File: src/rtl/mdio_pkg.sv
package mdio_pkg;

    localparam int DIV_W   = 8;
    localparam int DATA_W  = 16;
    localparam int ADDR_W  = 5;
    localparam int PRE_LEN = 32;
    localparam int FRAME_W = 2 + 2 + ADDR_W + ADDR_W + 2 + DATA_W;

    // register indices
    localparam logic [1:0] SEL_STAT = 2'd0;
    localparam logic [1:0] SEL_CTRL = 2'd1;
    localparam logic [1:0] SEL_DATA = 2'd2;
    localparam logic [1:0] SEL_ADDR = 2'd3;

    // field positions
    localparam int ST_BUSY   = 0;
    localparam int ST_RDERR  = 1;
    localparam int ST_C45    = 6;
    localparam int ST_DIV_LO = 8;
    localparam int CT_PORT_LO = 5;
    localparam int CT_PREOFF  = 10;
    localparam int CT_SCAN    = 11;
    localparam int CT_AUTOINC = 14;
    localparam int CT_READ    = 15;
    localparam int DT_BUSY    = 31;

    localparam logic [1:0] START_C22 = 2'b01;
    localparam logic [1:0] START_C45 = 2'b00;
    localparam logic [1:0] OP_ADDR   = 2'b00;
    localparam logic [1:0] OP_WRITE  = 2'b01;
    localparam logic [1:0] OP_RD22   = 2'b10;
    localparam logic [1:0] OP_RD45   = 2'b11;
    localparam logic [1:0] TA_DRIVE  = 2'b10;

    typedef struct packed {
        logic [1:0]        st;
        logic [1:0]        op;
        logic [ADDR_W-1:0] port;
        logic [ADDR_W-1:0] dev;
        logic [DATA_W-1:0] payload;
        logic              pre_off;
        logic              is_read;
    } frame_req_t;

endpackage

File: src/rtl/mdio_clkgen.sv
module mdio_clkgen #(
    parameter int DIV_W = 8
) (
    input  logic             clk,
    input  logic             rst_n,
    input  logic             run,
    input  logic [DIV_W-1:0] div,
    output logic             mdc,
    output logic             rise,
    output logic             fall
);

    typedef struct packed {
        logic [DIV_W-1:0] cnt;
        logic             mdc;
    } clk_state_t;

    clk_state_t s_d, s_q;
    logic [DIV_W-1:0] half;

    always_comb begin
        half = (div == '0) ? {{(DIV_W-1){1'b0}}, 1'b1} : div;
        s_d  = s_q;
        rise = 1'b0;
        fall = 1'b0;
        if (!run) begin
            s_d = '0;
        end else if (s_q.cnt == half - 1'b1) begin
            s_d.cnt = '0;
            s_d.mdc = !s_q.mdc;
            rise    = !s_q.mdc;
            fall    = s_q.mdc;
        end else begin
            s_d.cnt = s_q.cnt + 1'b1;
        end
    end

    always_ff @(posedge clk or negedge rst_n) begin
        if (!rst_n) s_q <= '0;
        else        s_q <= s_d;
    end

    assign mdc = s_q.mdc;

endmodule

File: src/rtl/mdio_frame.sv
module mdio_frame
    import mdio_pkg::*;
(
    input  logic              clk,
    input  logic              rst_n,
    input  logic              start,
    input  frame_req_t        req,
    input  logic              rise,
    input  logic              fall,
    input  logic              mdio_i,
    output logic              busy,
    output logic              mdio_o,
    output logic              mdio_oe,
    output logic              rd_done,
    output logic              err_set,
    output logic [DATA_W-1:0] rd_data
);

    localparam int CNT_W = $clog2(PRE_LEN + FRAME_W);
    localparam int IDX_W = $clog2(FRAME_W);

    typedef struct packed {
        logic               busy;
        logic               is_read;
        logic [CNT_W-1:0]   cnt;
        logic [FRAME_W-1:0] word;
        logic [DATA_W-1:0]  rx;
    } eng_state_t;

    eng_state_t s_d, s_q;
    logic       done;

    always_comb begin
        s_d     = s_q;
        done    = 1'b0;
        err_set = 1'b0;
        if (start && !s_q.busy) begin
            s_d.busy    = 1'b1;
            s_d.is_read = req.is_read;
            s_d.word    = {req.st, req.op, req.port, req.dev, TA_DRIVE, req.payload};
            s_d.cnt     = req.pre_off ? CNT_W'(FRAME_W - 1) : CNT_W'(PRE_LEN + FRAME_W - 1);
            s_d.rx      = '0;
        end else if (s_q.busy) begin
            if (rise && s_q.is_read) begin
                if (s_q.cnt < CNT_W'(DATA_W))
                    s_d.rx = {s_q.rx[DATA_W-2:0], mdio_i};
                if (s_q.cnt == CNT_W'(DATA_W))
                    err_set = mdio_i;
            end
            if (fall) begin
                if (s_q.cnt == '0) begin
                    s_d.busy = 1'b0;
                    done     = 1'b1;
                end else begin
                    s_d.cnt = s_q.cnt - 1'b1;
                end
            end
        end
    end

    always_ff @(posedge clk or negedge rst_n) begin
        if (!rst_n) s_q <= '0;
        else        s_q <= s_d;
    end

    assign busy    = s_q.busy;
    assign mdio_o  = s_q.busy & ((s_q.cnt >= CNT_W'(FRAME_W)) | s_q.word[s_q.cnt[IDX_W-1:0]]);
    assign mdio_oe = s_q.busy & !(s_q.is_read && (s_q.cnt <= CNT_W'(DATA_W + 1)));
    assign rd_done = done & s_q.is_read;
    assign rd_data = s_q.rx;

endmodule

File: src/rtl/mdio_master.sv
module mdio_master
    import mdio_pkg::*;
(
    input  logic        clk,
    input  logic        rst_n,
    input  logic        reg_wr,
    input  logic [1:0]  reg_wr_sel,
    input  logic [31:0] reg_wr_data,
    input  logic [1:0]  reg_rd_sel,
    output logic [31:0] reg_rd_data,
    output logic        mdc,
    output logic        mdio_o,
    output logic        mdio_oe,
    input  logic        mdio_i
);

    typedef struct packed {
        logic              c45;
        logic [DIV_W-1:0]  div;
        logic [ADDR_W-1:0] dev;
        logic [ADDR_W-1:0] port;
        logic              pre_off;
        logic              scan;
        logic              auto_inc;
        logic [DATA_W-1:0] data;
        logic [DATA_W-1:0] addr;
        logic              rd_err;
    } regs_t;

    regs_t             s_d, s_q;
    frame_req_t        req;
    logic              start;
    logic              busy;
    logic              tick_rise, tick_fall;
    logic              rd_done, err_set;
    logic [DATA_W-1:0] rx_data;
    logic [DIV_W-1:0]  cfg_div;
    logic              rd_err_flag;
    logic              unused_hi_bits;

    assign unused_hi_bits = ^reg_wr_data[31:16];
    assign cfg_div        = s_q.div;
    assign rd_err_flag    = s_q.rd_err;

    always_comb begin
        s_d         = s_q;
        start       = 1'b0;
        req         = '0;
        req.st      = s_q.c45 ? START_C45 : START_C22;
        req.port    = s_q.port;
        req.dev     = s_q.dev;
        req.pre_off = s_q.pre_off;
        if (reg_wr && !busy) begin
            unique case (reg_wr_sel)
                SEL_STAT: begin
                    s_d.c45 = reg_wr_data[ST_C45];
                    s_d.div = reg_wr_data[ST_DIV_LO +: DIV_W];
                end
                SEL_CTRL: begin
                    s_d.dev      = reg_wr_data[ADDR_W-1:0];
                    s_d.port     = reg_wr_data[CT_PORT_LO +: ADDR_W];
                    s_d.pre_off  = reg_wr_data[CT_PREOFF];
                    s_d.scan     = reg_wr_data[CT_SCAN];
                    s_d.auto_inc = reg_wr_data[CT_AUTOINC];
                    if (reg_wr_data[CT_READ]) begin
                        start       = 1'b1;
                        req.is_read = 1'b1;
                        req.op      = s_q.c45 ? OP_RD45 : OP_RD22;
                        req.port    = reg_wr_data[CT_PORT_LO +: ADDR_W];
                        req.dev     = reg_wr_data[ADDR_W-1:0];
                        req.pre_off = reg_wr_data[CT_PREOFF];
                        s_d.rd_err  = 1'b0;
                    end
                end
                SEL_DATA: begin
                    s_d.data    = reg_wr_data[DATA_W-1:0];
                    start       = 1'b1;
                    req.op      = OP_WRITE;
                    req.payload = reg_wr_data[DATA_W-1:0];
                end
                SEL_ADDR: begin
                    s_d.addr    = reg_wr_data[DATA_W-1:0];
                    start       = s_q.c45;
                    req.op      = OP_ADDR;
                    req.payload = reg_wr_data[DATA_W-1:0];
                end
                default: ;
            endcase
        end
        if (rd_done) s_d.data   = rx_data;
        if (err_set) s_d.rd_err = 1'b1;
    end

    always_ff @(posedge clk or negedge rst_n) begin
        if (!rst_n) s_q <= '0;
        else        s_q <= s_d;
    end

    always_comb begin
        reg_rd_data = '0;
        unique case (reg_rd_sel)
            SEL_STAT: begin
                reg_rd_data[ST_BUSY]              = busy;
                reg_rd_data[ST_RDERR]             = s_q.rd_err;
                reg_rd_data[ST_C45]               = s_q.c45;
                reg_rd_data[ST_DIV_LO +: DIV_W]   = s_q.div;
            end
            SEL_CTRL: begin
                reg_rd_data[ADDR_W-1:0]           = s_q.dev;
                reg_rd_data[CT_PORT_LO +: ADDR_W] = s_q.port;
                reg_rd_data[CT_PREOFF]            = s_q.pre_off;
                reg_rd_data[CT_SCAN]              = s_q.scan;
                reg_rd_data[CT_AUTOINC]           = s_q.auto_inc;
            end
            SEL_DATA: begin
                reg_rd_data[DATA_W-1:0]           = s_q.data;
                reg_rd_data[DT_BUSY]              = busy;
            end
            SEL_ADDR: reg_rd_data[DATA_W-1:0]     = s_q.addr;
            default: ;
        endcase
    end

    mdio_clkgen #(.DIV_W(DIV_W)) i_clkgen (
        .clk  (clk),
        .rst_n(rst_n),
        .run  (busy),
        .div  (s_q.div),
        .mdc  (mdc),
        .rise (tick_rise),
        .fall (tick_fall)
    );

    mdio_frame i_frame (
        .clk    (clk),
        .rst_n  (rst_n),
        .start  (start),
        .req    (req),
        .rise   (tick_rise),
        .fall   (tick_fall),
        .mdio_i (mdio_i),
        .busy   (busy),
        .mdio_o (mdio_o),
        .mdio_oe(mdio_oe),
        .rd_done(rd_done),
        .err_set(err_set),
        .rd_data(rx_data)
    );

endmodule

File: config.mk
export PLATFORM = sky130hd
export DESIGN_NAME = mdio_master
export DESIGN_NICKNAME = d
export VERILOG_FILES = /design/src/rtl/mdio_pkg.sv /design/src/rtl/mdio_clkgen.sv /design/src/rtl/mdio_frame.sv /design/src/rtl/mdio_master.sv
export SDC_FILE = /design/constraint.sdc
export NUM_CORES = 1
export LEC_CHECK = 0
export CAP_MARGIN = 10
export CORE_ASPECT_RATIO = 0.8
export CORE_MARGIN = 3
export CORE_UTILIZATION = 57
export CTS_CLUSTER_DIAMETER = 30
export CTS_CLUSTER_SIZE = 10
export DETAILED_ROUTE_END_ITERATION = 12
export PLACE_DENSITY = 0.81
export SYNTH_ARGS = -nofsm -noshare
export SYNTH_HDL_FRONTEND = slang
export SYNTH_HIERARCHICAL = 1
export SYNTH_SLANG_ARGS = --single-unit
File: constraint.sdc
create_clock -name clk -period 4.7 [get_ports clk]
set_clock_uncertainty 0.2 [all_clocks]
set_input_delay 0.47 -clock clk [delete_from_list [all_inputs] [get_ports clk]]
set_output_delay 0.47 -clock clk [all_outputs]
set_load 0.005 [all_outputs]
-- Word-level counts from Yosys, hierarchy flattened
Index checks and enable logic that the tools add are counted.
- latch bits: 0
- bits in read-only memories: 0
- register bits: 119
- bits in writable memories: 0
- word-level logic and storage cells: 125
- memories kept: 0
- reduce and logical (&&, ||, !) cells: 28
- magnitude comparators: 4
- add/sub/neg operators: 3
- multiply operators: 0
- mux-type cells: 59
- bitwise logic cells: 4
- equal/unequal tests: 10
- shift operators: 0
- divide/modulo/power cells: 0
- operators with widths (operator ; number):
    $mux 16 ; 8
    $mux 33 ; 1
    $mux 30 ; 1
    $mux 6 ; 5
    $mux 1 ; 26
    $reduce_bool 2->1 ; 9
    $mux 8 ; 2
    $pmux 4 s4 ; 1
    $mux 12 ; 1
    $pmux 4 s3 ; 1
    $mux 10 ; 1
    $mux 9 ; 1
    $pmux 1 s3 ; 3
    $reduce_and 3->1 ; 3
    $add 8x1->8 const B ; 1
    $eq 2x2->1 const B ; 4
    $eq 8x8->1 ; 1
    $logic_not 8->1 ; 1
    $pmux 1 s4 ; 2
    $pmux 2 s4 ; 1
    $reduce_and 2->1 ; 4
    $sub 8x1->8 const B ; 1
    $eq 6x5->1 const B ; 1
    $ge 6x6->1 const B ; 1
    18 further kinds ; 28

-- Depth between registers and ports, before layout
Gate-level depths: netlist of run 1.
- word-level depth: 12
- depth in mapped cells: 13
- mapped depth without buffers: 12

-- Hierarchy
The synthesis of run 1 kept the hierarchy.
- modules (own cells, without submodules) (module ; seq. area each (um^2) ; area each (um^2) ; times used ; cells each):
    mdio_master ; 1376.3 ; 3138.0 ; 1 ; 267
    mdio_frame ; 1376.3 ; 2768.9 ; 1 ; 300
    mdio_clkgen ; 225.2 ; 732.0 ; 1 ; 73

-- Least setup slack after synthesis of run 1
OpenSTA, ideal clock, no wires.
- kind: reg-to-reg
- start: register s_q (netlist bit cfg_div[3])
- end: register s_q[29] (netlist name)
- setup time: 0.122 ns
- arrival: 3.453 ns
- period minus slack after synthesis: 3.776 ns
- stages on the path, launching flop included: 14
- buffers on the path: 1
- required time: 4.378 ns
- slack: 0.924 ns
- cell sequence: dfrtp_1 > nor4_4 > a21oi_1 > ha_1 > xnor2_1 > a2111oi_0 > or2b_1 > a2111oi_4 > and3_1 > nand3_1 > nor2_1 > clkbuf_1 > nor2b_1 > a21oi_1
- RTL lines (item ; RTL line ; source):
    from (decl) ; mdio_master.sv:30 ; regs_t s_d, s_q;
    from (signal assigned) ; mdio_master.sv:95 ; if (!rst_n) s_q <= '0;
    from (signal assigned) ; mdio_master.sv:96 ; else s_q <= s_d;

==> flow_metrics.py, run 1 <==
metrics = {
    "critical_path": {
        "cp_slowest_cell": "nor4_4",
        "cp.required_ps": 4790,
        "r2r-start": "cfg_div[3]",
        "cp_top_family": "simple AND/OR/NAND/NOR gates",
        "max_stage_delay_ps": 530,
        "crit_start": "cfg_div[3]",
        "cp-start-kind": "flop",
        "crit_arrival_ps": 4340,
        "path_cells": "nor4_4 -> a21oi_1 -> ha_1 -> xnor2_1 -> a2111oi_0 -> or2b_1 -> a2111oi_4 -> buf_4 -> and3_1 -> nand3_1 -> nor2_1 -> buf_4 -> nor2b_1 -> a21oi_1",
        "cp_max_fo": 32,
        "critPathCaptureType": "flop",
        "worst-path-buf-inv": 2,
        "crit_type": "flop to flop",
    },
    "outcome": {
        "status": "complete, no violations",
    },
    "clocking": {
        "clock_path_buffers": 2,
        "cts-buffers-inserted": 17,
        "clock-sinks": 119,
        "cts-root-buf": "clkbuf_16",
        "cts-hold-fix-buffers": 0,
        "cts_tree": "built",
        "cts_setup_buffers": 0,
        "path_clk_slew_ps": 60,
        "clock_latency_ps": 420,
        "ctsResizeCount": 0,
        "h-tree-depth": 4,
    },
    "sta": {
        "period_needed_ps": 4253,
        "timing.final.crit_share": 0.9048,
        "slew_violations": 0,
        "tightest_slew_ps": 1025,
        "hold_viol": 0,
        "timing.fmax_mhz": 235.1,
        "rsz0062_at_grt": "false",
        "setup_viol": 0,
        "finalSetupTns_ps": 0,
        "relSlewSlack": 0.3167,
    },
    "finish": {
        "fin_nets": 715,
        "multi_input_area_mm2": 0.003252,
        "synthToLayoutAreaGrowth_pct": 13.74,
        "drive_above_1_share": 0.1903,
        "fin_cells": 822,
        "ff_latch_area_mm2": 0.002978,
        "antennaDiodeCount": 0,
        "num-fill-cells": 771,
        "utilization": 0.6801,
    },
    "pwr": {
        "vdd_ir_drop_max_uv": 322.1,
        "p_per_area_mw_per_mm2": 388.0,
        "power.leakage_nw": 3.572,
        "power_w": 0.002930,
    },
    "yosys": {
        "synth-seq-cells": 119,
        "yosys.area_share.simple": 0.1870,
        "synthDistinctLibCells": 61,
        "synthFlopType": "dfrtp_1",
        "synth_top_family_by_area": "simple AND/OR/NAND/NOR gates",
        "synth_xor_area_frac": 0.02469,
        "synth_edf_count": 0,
        "syn_inst": 640,
        "synth-compound-area-share": 0.08594,
        "avgSynthCellArea_um2": 10.37,
        "async_reset_ff_frac": 1.000,
        "ys_warn_count": 6,
        "synthAdderAreaFrac": 0.01885,
        "syn_area_mm2": 0.006639,
        "synthMuxAreaShare": 0.1632,
        "synth-seq-area-share": 0.4485,
    },
    "global_routing": {
        "globalRoute.busiestLayer": "met2",
        "grt_max_degree": 82,
        "met1_usage": 0.3364,
        "grt_usage": 0.2534,
        "grt_overflow": 0,
        "grt_pass1_vias": 4971,
        "grt_pass1_wl_mm": 25.63,
        "grtUsageMet2": 0.4232,
        "gr-usage-met3": 0.06214,
        "antenna_found_initial": 0,
    },
    "floorplanning": {
        "core_mm2": 0.01110,
        "ios": 75,
        "die_area_mm2": 0.01299,
        "start_util": 0.5979,
        "die_h_um": 102.5,
        "rows": 34,
        "dieWidth_um": 126.7,
    },
    "detailed_routing": {
        "drt_iter0_markers": 493,
        "drt_first_pass_iters": 5,
        "ant_nets": 0,
        "drcViolationCount": 0,
        "wl_per_cell_um": 19.15,
        "via_per_inst": 5.928,
        "vias": 4873,
        "wirelength_mm": 15.74,
    },
    "placed_design": {
        "io_buffers": 43,
        "hpwl_mm": 10.26,
        "gp_congestion": 0.8625,
        "dp.cells": 790,
    },
    "run": {
        "drv_cap": 0,
    },
    "min_path": {
        "hp-class": "input port to asynchronous set/reset pin",
    },
}
[worst register-to-register path, delay by kind of cell, from the launching register on]
kind                       cells  cell delay, ps
AOI/OAI and AO/OA              4             950
xor gates and xnor gates       1             140
adders and majority gates      1             330
buffers and inverters          2             540
DFF                            1             470
and+or+nand+nor                6            1510
[state kept, by name (all words and copies together) (netlist names)]
register / count
i_clkgen/mdc: 1
cfg_div: 8
i_frame/busy: 1
s_q: 46
rd_err_flag: 1
i_frame/rd_data: 16
i_clkgen/s_q: 8
i_frame/s_q: 38
[where the power goes]
group | switching, W | total [W] | leakage (nW) | internal, W
Combinational | 0.000205 | 0.000428 | 1.76 | 0.000223
Sequential | 0.000131 | 0.00123 | 1.53 | 0.00110
Clock | 0.000489 | 0.00127 | 0.275 | 0.000786
Total | 0.000825 | 0.00293 | 3.57 | 0.00210
[Yosys cell counts (all sizes together) (9+ instances only)]
master	instances	share of area
buf	44	0.052
ha	10	0.019
mux2	58	0.10
a21oi	55	0.041
nor2	9	0.0062
nor3b	10	0.012
mux4	14	0.050
and2	16	0.015
inv	13	0.0074
dfrtp	119	0.45
nand3	11	0.010
clkbuf	19	0.011
nor2b	19	0.018
nand2	162	0.093
[cell type report]
class	instances	share of cell area
well taps	144	0.02386
clock buffers	19	0.05733
clock inverters	13	0.01972
repair buffers	54	0.06761
inverters	13	0.006462
multi-input cells	460	0.4307
flip-flops and latches	119	0.3944
[through the flow]
stage,setup WS (ps),hold slack (ps),area [um2]
floorplan,924.2,-25.59,6695
global placement,679.5,254.2,6969
detailed placement,520.9,258.1,6969
CTS,488.4,69.28,7551
global route,121.3,96.80,7551
finish,447.3,31.36,7551
[path summary, 6_finish.rpt]
check	slack, ps	cells after the start	to
max in group asynchronous	3170	2	s_q[54]
worst max-delay path	450	14	s_q[18]
worst min-delay path	30	1	i_clkgen/s_q[8]
worst min register to register	270	2	i_frame/s_q[19]
worst max register to register	450	14	s_q[18]
min in group clk	270	2	i_frame/s_q[19]
[cell families after synthesis]
group / Yosys count
XOR/XNOR: 17
multiplexers: 79
buffers and inverters: 76
flip-flops: 119
AND/OR/NAND/NOR: 255
other: 1
AO/OA/AOI/OAI: 83
adder cells (fa/ha/maj): 10
[per-layer routing]
| metal | up-vias | wire, um |
|---|---|---|
| li1 | 2200 | - |
| met1 | 2480 | 6734 |
| met2 | 172 | 7825 |
| met3 | 21 | 988 |
| met4 | 0 | 191 |
| met5 | - | 0 |
[layout by cell type (no fill, tap or decap), drive strengths merged, types with 5 or more instances in the layout]
cell and count:
conb 16, and3 5, xor2 8, nand2 162, nor2 9, buf 12, clkdlybuf4s50 42, a21oi 55
a22o 8, nor2b 19, ha 10, xnor2 8, mux2i 7, mux2 58, dfrtp 119, nor3 5
inv 16, a2111oi 6, clkinv 5, nand3 11, mux4 14, and2 16, clkbuf 19, nor3b 10
Power figures use the tool's default switching activity.
==> run 2, diff against run 1 <==
CORE_UTILIZATION = 51   (was 57)
PLACE_DENSITY = 0.76   (was 0.81)
clock period = 3.58 ns   (was 4.7 ns; I/O delays follow)
==> flow_metrics.py, run 2 (synthesis gave the netlist of run 1 again) <==
metrics = {
    "critical_path": {
        "crit_arrival_ps": 3660,
        "cp-start-kind": "flop",
        "max_stage_delay_ps": 410,
        "cp_max_fo": 8,
        "cp.required_ps": 3710,
        "cp_slowest_cell": "dfrtp_1",
        "crit_type": "flop to flop",
        "critPathCaptureType": "flop",
        "path_cells": "nor4_4 -> a21oi_2 -> ha_2 -> xor3_1 -> a2111oi_4 -> or2b_1 -> a2111oi_4 -> and3_4 -> nand3_4 -> nor2_4 -> clkbuf_16 -> a21oi_1 -> a21oi_1",
    },
    "global_routing": {
        "antenna_found_initial": 0,
        "grt_pass1_vias": 4900,
        "grt_overflow": 0,
        "grt_usage": 0.2287,
        "grt_max_degree": 63,
        "grt_pass1_wl_mm": 25.59,
    },
    "sta": {
        "timing.fmax_mhz": 283.5,
        "slew_violations": 0,
        "period_needed_ps": 3528,
        "whs_ps": 270.8,
        "relSlewSlack": 0.4383,
        "hold_viol": 0,
        "rsz0062_at_grt": "true",
        "timing.final.crit_share": 0.9854,
        "setup_viol": 0,
        "tightest_slew_ps": 842.5,
    },
    "pwr": {
        "vdd_ir_drop_max_uv": 297.0,
        "p_per_area_mw_per_mm2": 508.5,
        "power.leakage_nw": 3.703,
    },
    "detailed_routing": {
        "drcViolationCount": 0,
        "wl_met2_mm": 8.657,
        "vias": 4977,
        "highest_layer": "met4",
        "drt_iter0_markers": 368,
        "wl_per_cell_um": 19.44,
        "wirelength_mm": 16.83,
        "ant_nets": 0,
        "wl_met3_um": 906,
        "drt_first_pass_iters": 5,
        "via_per_inst": 5.747,
        "met1_length_mm": 7.079,
    },
    "finish": {
        "final_common_cell": "nand2_1",
        "ff_latch_area_mm2": 0.002979,
        "synthToLayoutAreaGrowth_pct": 19.81,
        "antennaDiodeCount": 0,
        "layout_common_cells": "158 x nand2_1, 118 x dfrtp_1, 51 x mux2_2, 50 x a21oi_1, 42 x clkdlybuf4s50_1",
        "num-fill-cells": 941,
        "utilization": 0.6398,
        "largest_reg_flops": 46,
        "regMostFlops": "s_q",
        "fin_nets": 732,
        "drive_above_1_share": 0.2360,
        "multi_input_area_mm2": 0.003362,
    },
    "min_path": {
        "hp-class": "flop to flop",
    },
    "placed_design": {
        "gp_congestion": 0.7978,
        "hpwl_mm": 10.37,
        "io_buffers": 43,
    },
    "floorplanning": {
        "rows": 36,
        "dieWidth_um": 133.6,
        "ios": 75,
        "core_mm2": 0.01243,
        "start_util": 0.5340,
        "die_h_um": 108.1,
        "die_area_mm2": 0.01443,
    },
    "clocking": {
        "h-tree-depth": 4,
        "cts_tree": "built",
        "clock_latency_ps": 400,
        "clock-sinks": 119,
        "clock_path_buffers": 2,
        "cts-root-buf": "clkbuf_16",
        "path_clk_slew_ps": 60,
        "cts-buffers-inserted": 17,
    },
    "run": {
        "drv_cap": 0,
    },
    "outcome": {
        "status": "complete, no violations",
    },
}
## run 2: timing repair
item                                   CTS  global route
buffers inserted                         0             4
endpoints found under the hold margin   60             0
setup endpoints to repair               17            23
cloned                                   0             3
pin swaps                                0            19
resized for setup                        2            21
hold buffers                             1             0
## run 2: path summary, 6_finish.rpt
check | from | end | slack [ps] | cells after the start
setup reg to reg | cfg_div[5] | s_q[18] | 50 | 13
hold / removal | i_frame/s_q[36] | i_frame/s_q[36] | 270 | 2
max in group asynchronous | rst_n | s_q[38] | 2000 | 3
hold reg to reg | i_frame/s_q[36] | i_frame/s_q[36] | 270 | 2
min in group asynchronous | rst_n | i_clkgen/s_q[8] | 380 | 2
setup / recovery | cfg_div[5] | s_q[18] | 50 | 13
## run 2: metal layers
| metal | vias up | GRT usage |
|---|---|---|
| li1 | 2234 | - |
| met1 | 2539 | 0.2970 |
| met2 | 183 | 0.3960 |
| met3 | 21 | 0.03581 |
| met4 | 0 | 0.07783 |
| met5 | - | 0 |
## run 2: report_power, final
part | switching (W) | internal [W] | leakage [nW] | total (W)
logic | 0.000292 | 0.000315 | 1.87 | 0.000607
registers | 0.000180 | 0.00144 | 1.53 | 0.00162
clock network | 0.000611 | 0.00121 | 0.297 | 0.00182
## run 2: area by class of cell
type / instances / area share
clock buffer: 22 / 0.05836
sequential: 119 / 0.3745
timing repair buffer: 71 / 0.09014
clock inverter: 10 / 0.02124
inverter: 13 / 0.006135
multi-input combinational: 460 / 0.4227
tap: 171 / 0.02690
## run 2: worst max-delay path, delay by kind of cell, from the launching register on
kind,cells,cell delay [ps]
xor gates and xnor gates,1,220
adders and majority gates,1,190
buffers and inverters,1,220
and+or+nand+nor,5,1250
AOI/OAI and AO/OA,5,950
DFF,1,410
## run 2: stage by stage
step | setup WS [ps] | setup TNS (ps) | cell area, um2 | instances | power (W)
4_1_cts | 45.33 | 0 | 7767 | 859 | 0.004035
6_report | 52.38 | 0 | 7954 | 866 | 0.004045
3_5_place_dp | -15.60 | -40.10 | 7114 | 826 | 0.002208
3_3_place_gp | 186.7 | 0 | 7114 | 826 | 0.002165
2_1_floorplan | 2.708 | 0 | 6705 | 655 | 0.002048
5_1_grt | -111.4 | -1520 | 7954 | 866 | 0.004191
==> run 3, diff against run 2 <==
GPL_TIMING_DRIVEN = 0   (was unset)
==> flow_metrics.py, run 3 (synthesis gave the netlist of run 1 again) <==
metrics = {
    "critical_path": {
        "cp.required_ps": 3660,
        "reg2reg_slack_ps": 100,
        "crit_start": "cfg_div[3]",
        "crit_type": "flop to flop",
        "ff2ff_path_depth": 12,
        "crit_arrival_ps": 3560,
        "reg2reg_to": "i_frame/rd_data[13]",
        "cp-start-kind": "flop",
        "r2r-start": "cfg_div[3]",
        "critPathCaptureType": "flop",
        "cp_max_fo": 10,
    },
    "floorplanning": {
        "dieWidth_um": 133.6,
        "die_area_mm2": 0.01443,
        "die_h_um": 108.1,
        "ios": 75,
        "core_mm2": 0.01243,
        "rows": 36,
        "start_util": 0.5340,
    },
    "global_routing": {
        "met1_usage": 0.3135,
        "grtUsageMet2": 0.3837,
        "grt_max_degree": 72,
        "antenna_found_initial": 0,
        "grt_pass1_vias": 4927,
        "grt_usage": 0.2336,
        "gr-usage-met3": 0.04744,
        "grt_overflow": 0,
        "globalRoute.busiestLayer": "met2",
        "grt_pass1_wl_mm": 26.21,
    },
    "clocking": {
        "cts-root-buf": "clkbuf_16",
        "cts_tree": "built",
        "path_clk_slew_ps": 50,
        "clock-sinks": 119,
        "clock_path_buffers": 2,
        "cts-buffers-inserted": 17,
        "h-tree-depth": 4,
        "clock_latency_ps": 410,
    },
    "sta": {
        "slew_violations": 0,
        "setup_viol": 0,
        "period_needed_ps": 3484,
        "timing.fmax_mhz": 287.0,
        "setup_ws_ps": 95.76,
        "rsz0062_at_grt": "false",
        "hold_viol": 0,
        "relSlewSlack": 0.4546,
        "tightest_slew_ps": 797.5,
        "timing.final.crit_share": 0.9733,
        "whs_ps": 259.2,
    },
    "finish": {
        "ff_latch_area_mm2": 0.002982,
        "fin_nets": 779,
        "regMostFlops": "s_q",
        "multi_input_area_mm2": 0.003372,
        "drive_above_1_share": 0.2682,
        "largest_reg_flops": 46,
        "final_common_cell": "nand2_1",
        "layout_common_cells": "158 x nand2_1, 116 x dfrtp_1, 53 x a21oi_1, 51 x mux2_2, 43 x buf_4",
        "fin_area_mm2": 0.008273,
        "num-fill-cells": 932,
        "antennaDiodeCount": 0,
        "synthToLayoutAreaGrowth_pct": 24.61,
    },
    "detailed_routing": {
        "wl_per_cell_um": 17.91,
        "vias": 4968,
        "ant_nets": 0,
        "drt_first_pass_iters": 5,
        "wirelength_mm": 16.35,
        "drcViolationCount": 0,
        "via_per_inst": 5.441,
        "drt_iter0_markers": 262,
    },
    "placed_design": {
        "hpwl_mm": 11.40,
        "io_buffers": 41,
        "dp_slack_ps": -818.9,
        "gp_congestion": 0.9270,
        "placed_area_mm2": 0.007358,
    },
    "pwr": {
        "p_per_area_mw_per_mm2": 494.6,
        "power.leakage_nw": 3.905,
        "vdd_ir_drop_max_uv": 376.0,
    },
    "outcome": {
        "status": "complete, no violations",
    },
    "min_path": {
        "hp-class": "input port to asynchronous set/reset pin",
    },
    "run": {
        "drv_cap": 0,
    },
}
## run 3: cell types whose count changed in the layout (fill, tap and decap cells not counted), moves of 3 or more
cell        previous run  this run
clkinvlp_4             3         0
clkbuf_1               3        16
buf_2                  0         3
clkbuf_8               2         5
buf_6                  1         8
buf_4                 22        43
clkbuf_2               0         3
clkinv_2               0         3
a21oi_1               50        53
a21oi_2                5         2
nor2b_2                3         0
## run 3: worst max path at each step
| stage | to | slack [ps] | depth (start not counted) |
|---|---|---|---|
| after CTS | s_q[31] | -60 | 13 |
| after detailed placement | i_frame/rd_data[11] | -820 | 12 |
| after global placement | s_q[3] | -2480 | 1 |
| after global routing | s_q[32] | 2 | 14 |
| after floorplan | i_frame/rd_data[10] | 3 | 13 |
| final | i_frame/rd_data[13] | 100 | 12 |
## run 3: critical path, cell delays in order (launching register included)
cell and delay (ps):
dfrtp_2 410, nor4_4 340, a21oi_2 110, ha_2 200, xor3_1 220, a2111oi_4 310
or2b_1 290, a2111oi_4 320, and3_4 270, nand4_1 230, clkbuf_4 280, nand2_1 100
a21oi_2 60
## run 3: stage by stage
stage / util / TNS (ps) / power (W) / cells
2_1_floorplan: - / 0 / 0.002048 / 655
3_3_place_gp: 0.5896 / -312620 / 0.002228 / 867
3_5_place_dp: 0.5919 / -26670 / 0.002270 / 868
4_1_cts: 0.6614 / -820.1 / 0.004106 / 911
5_1_grt: 0.6655 / 0 / 0.004260 / 913
6_report: 0.6655 / 0 / 0.004092 / 913
## run 3: metal layers
layer,wire [um],vias to the layer above
li1,-,2322
met1,7315,2476
met2,7965,140
met3,808,30
met4,262,0
met5,0,-
## run 3: power breakdown
| group | leakage, nW | total (W) | switching, W | internal [W] |
|---|---|---|---|---|
| clock network | 0.308 | 0.00180 | 0.000585 | 0.00122 |
| logic | 2.07 | 0.000732 | 0.000360 | 0.000372 |
| registers | 1.53 | 0.00156 | 0.000117 | 0.00144 |
| total | 3.91 | 0.00409 | 0.00106 | 0.00303 |
## run 3: area by class of cell
type / instances / share of cell area
clock buffer: 24 / 0.05823
clock inverter: 8 / 0.01739
inverter: 13 / 0.005898
timing repair buffer: 55 / 0.06745
sequential: 119 / 0.3604
buffer: 63 / 0.05717
tap: 171 / 0.02586
multi-input combinational: 460 / 0.4076
## run 3: what timing repair did
item,4_1_cts,5_1_grt
gates resized for setup,35,7
cloned,2,0
buffers inserted,8,2
endpoints found under the hold margin,48,0
pin swaps,11,5
hold buffers,1,0
endpoints found under the setup margin,40,38
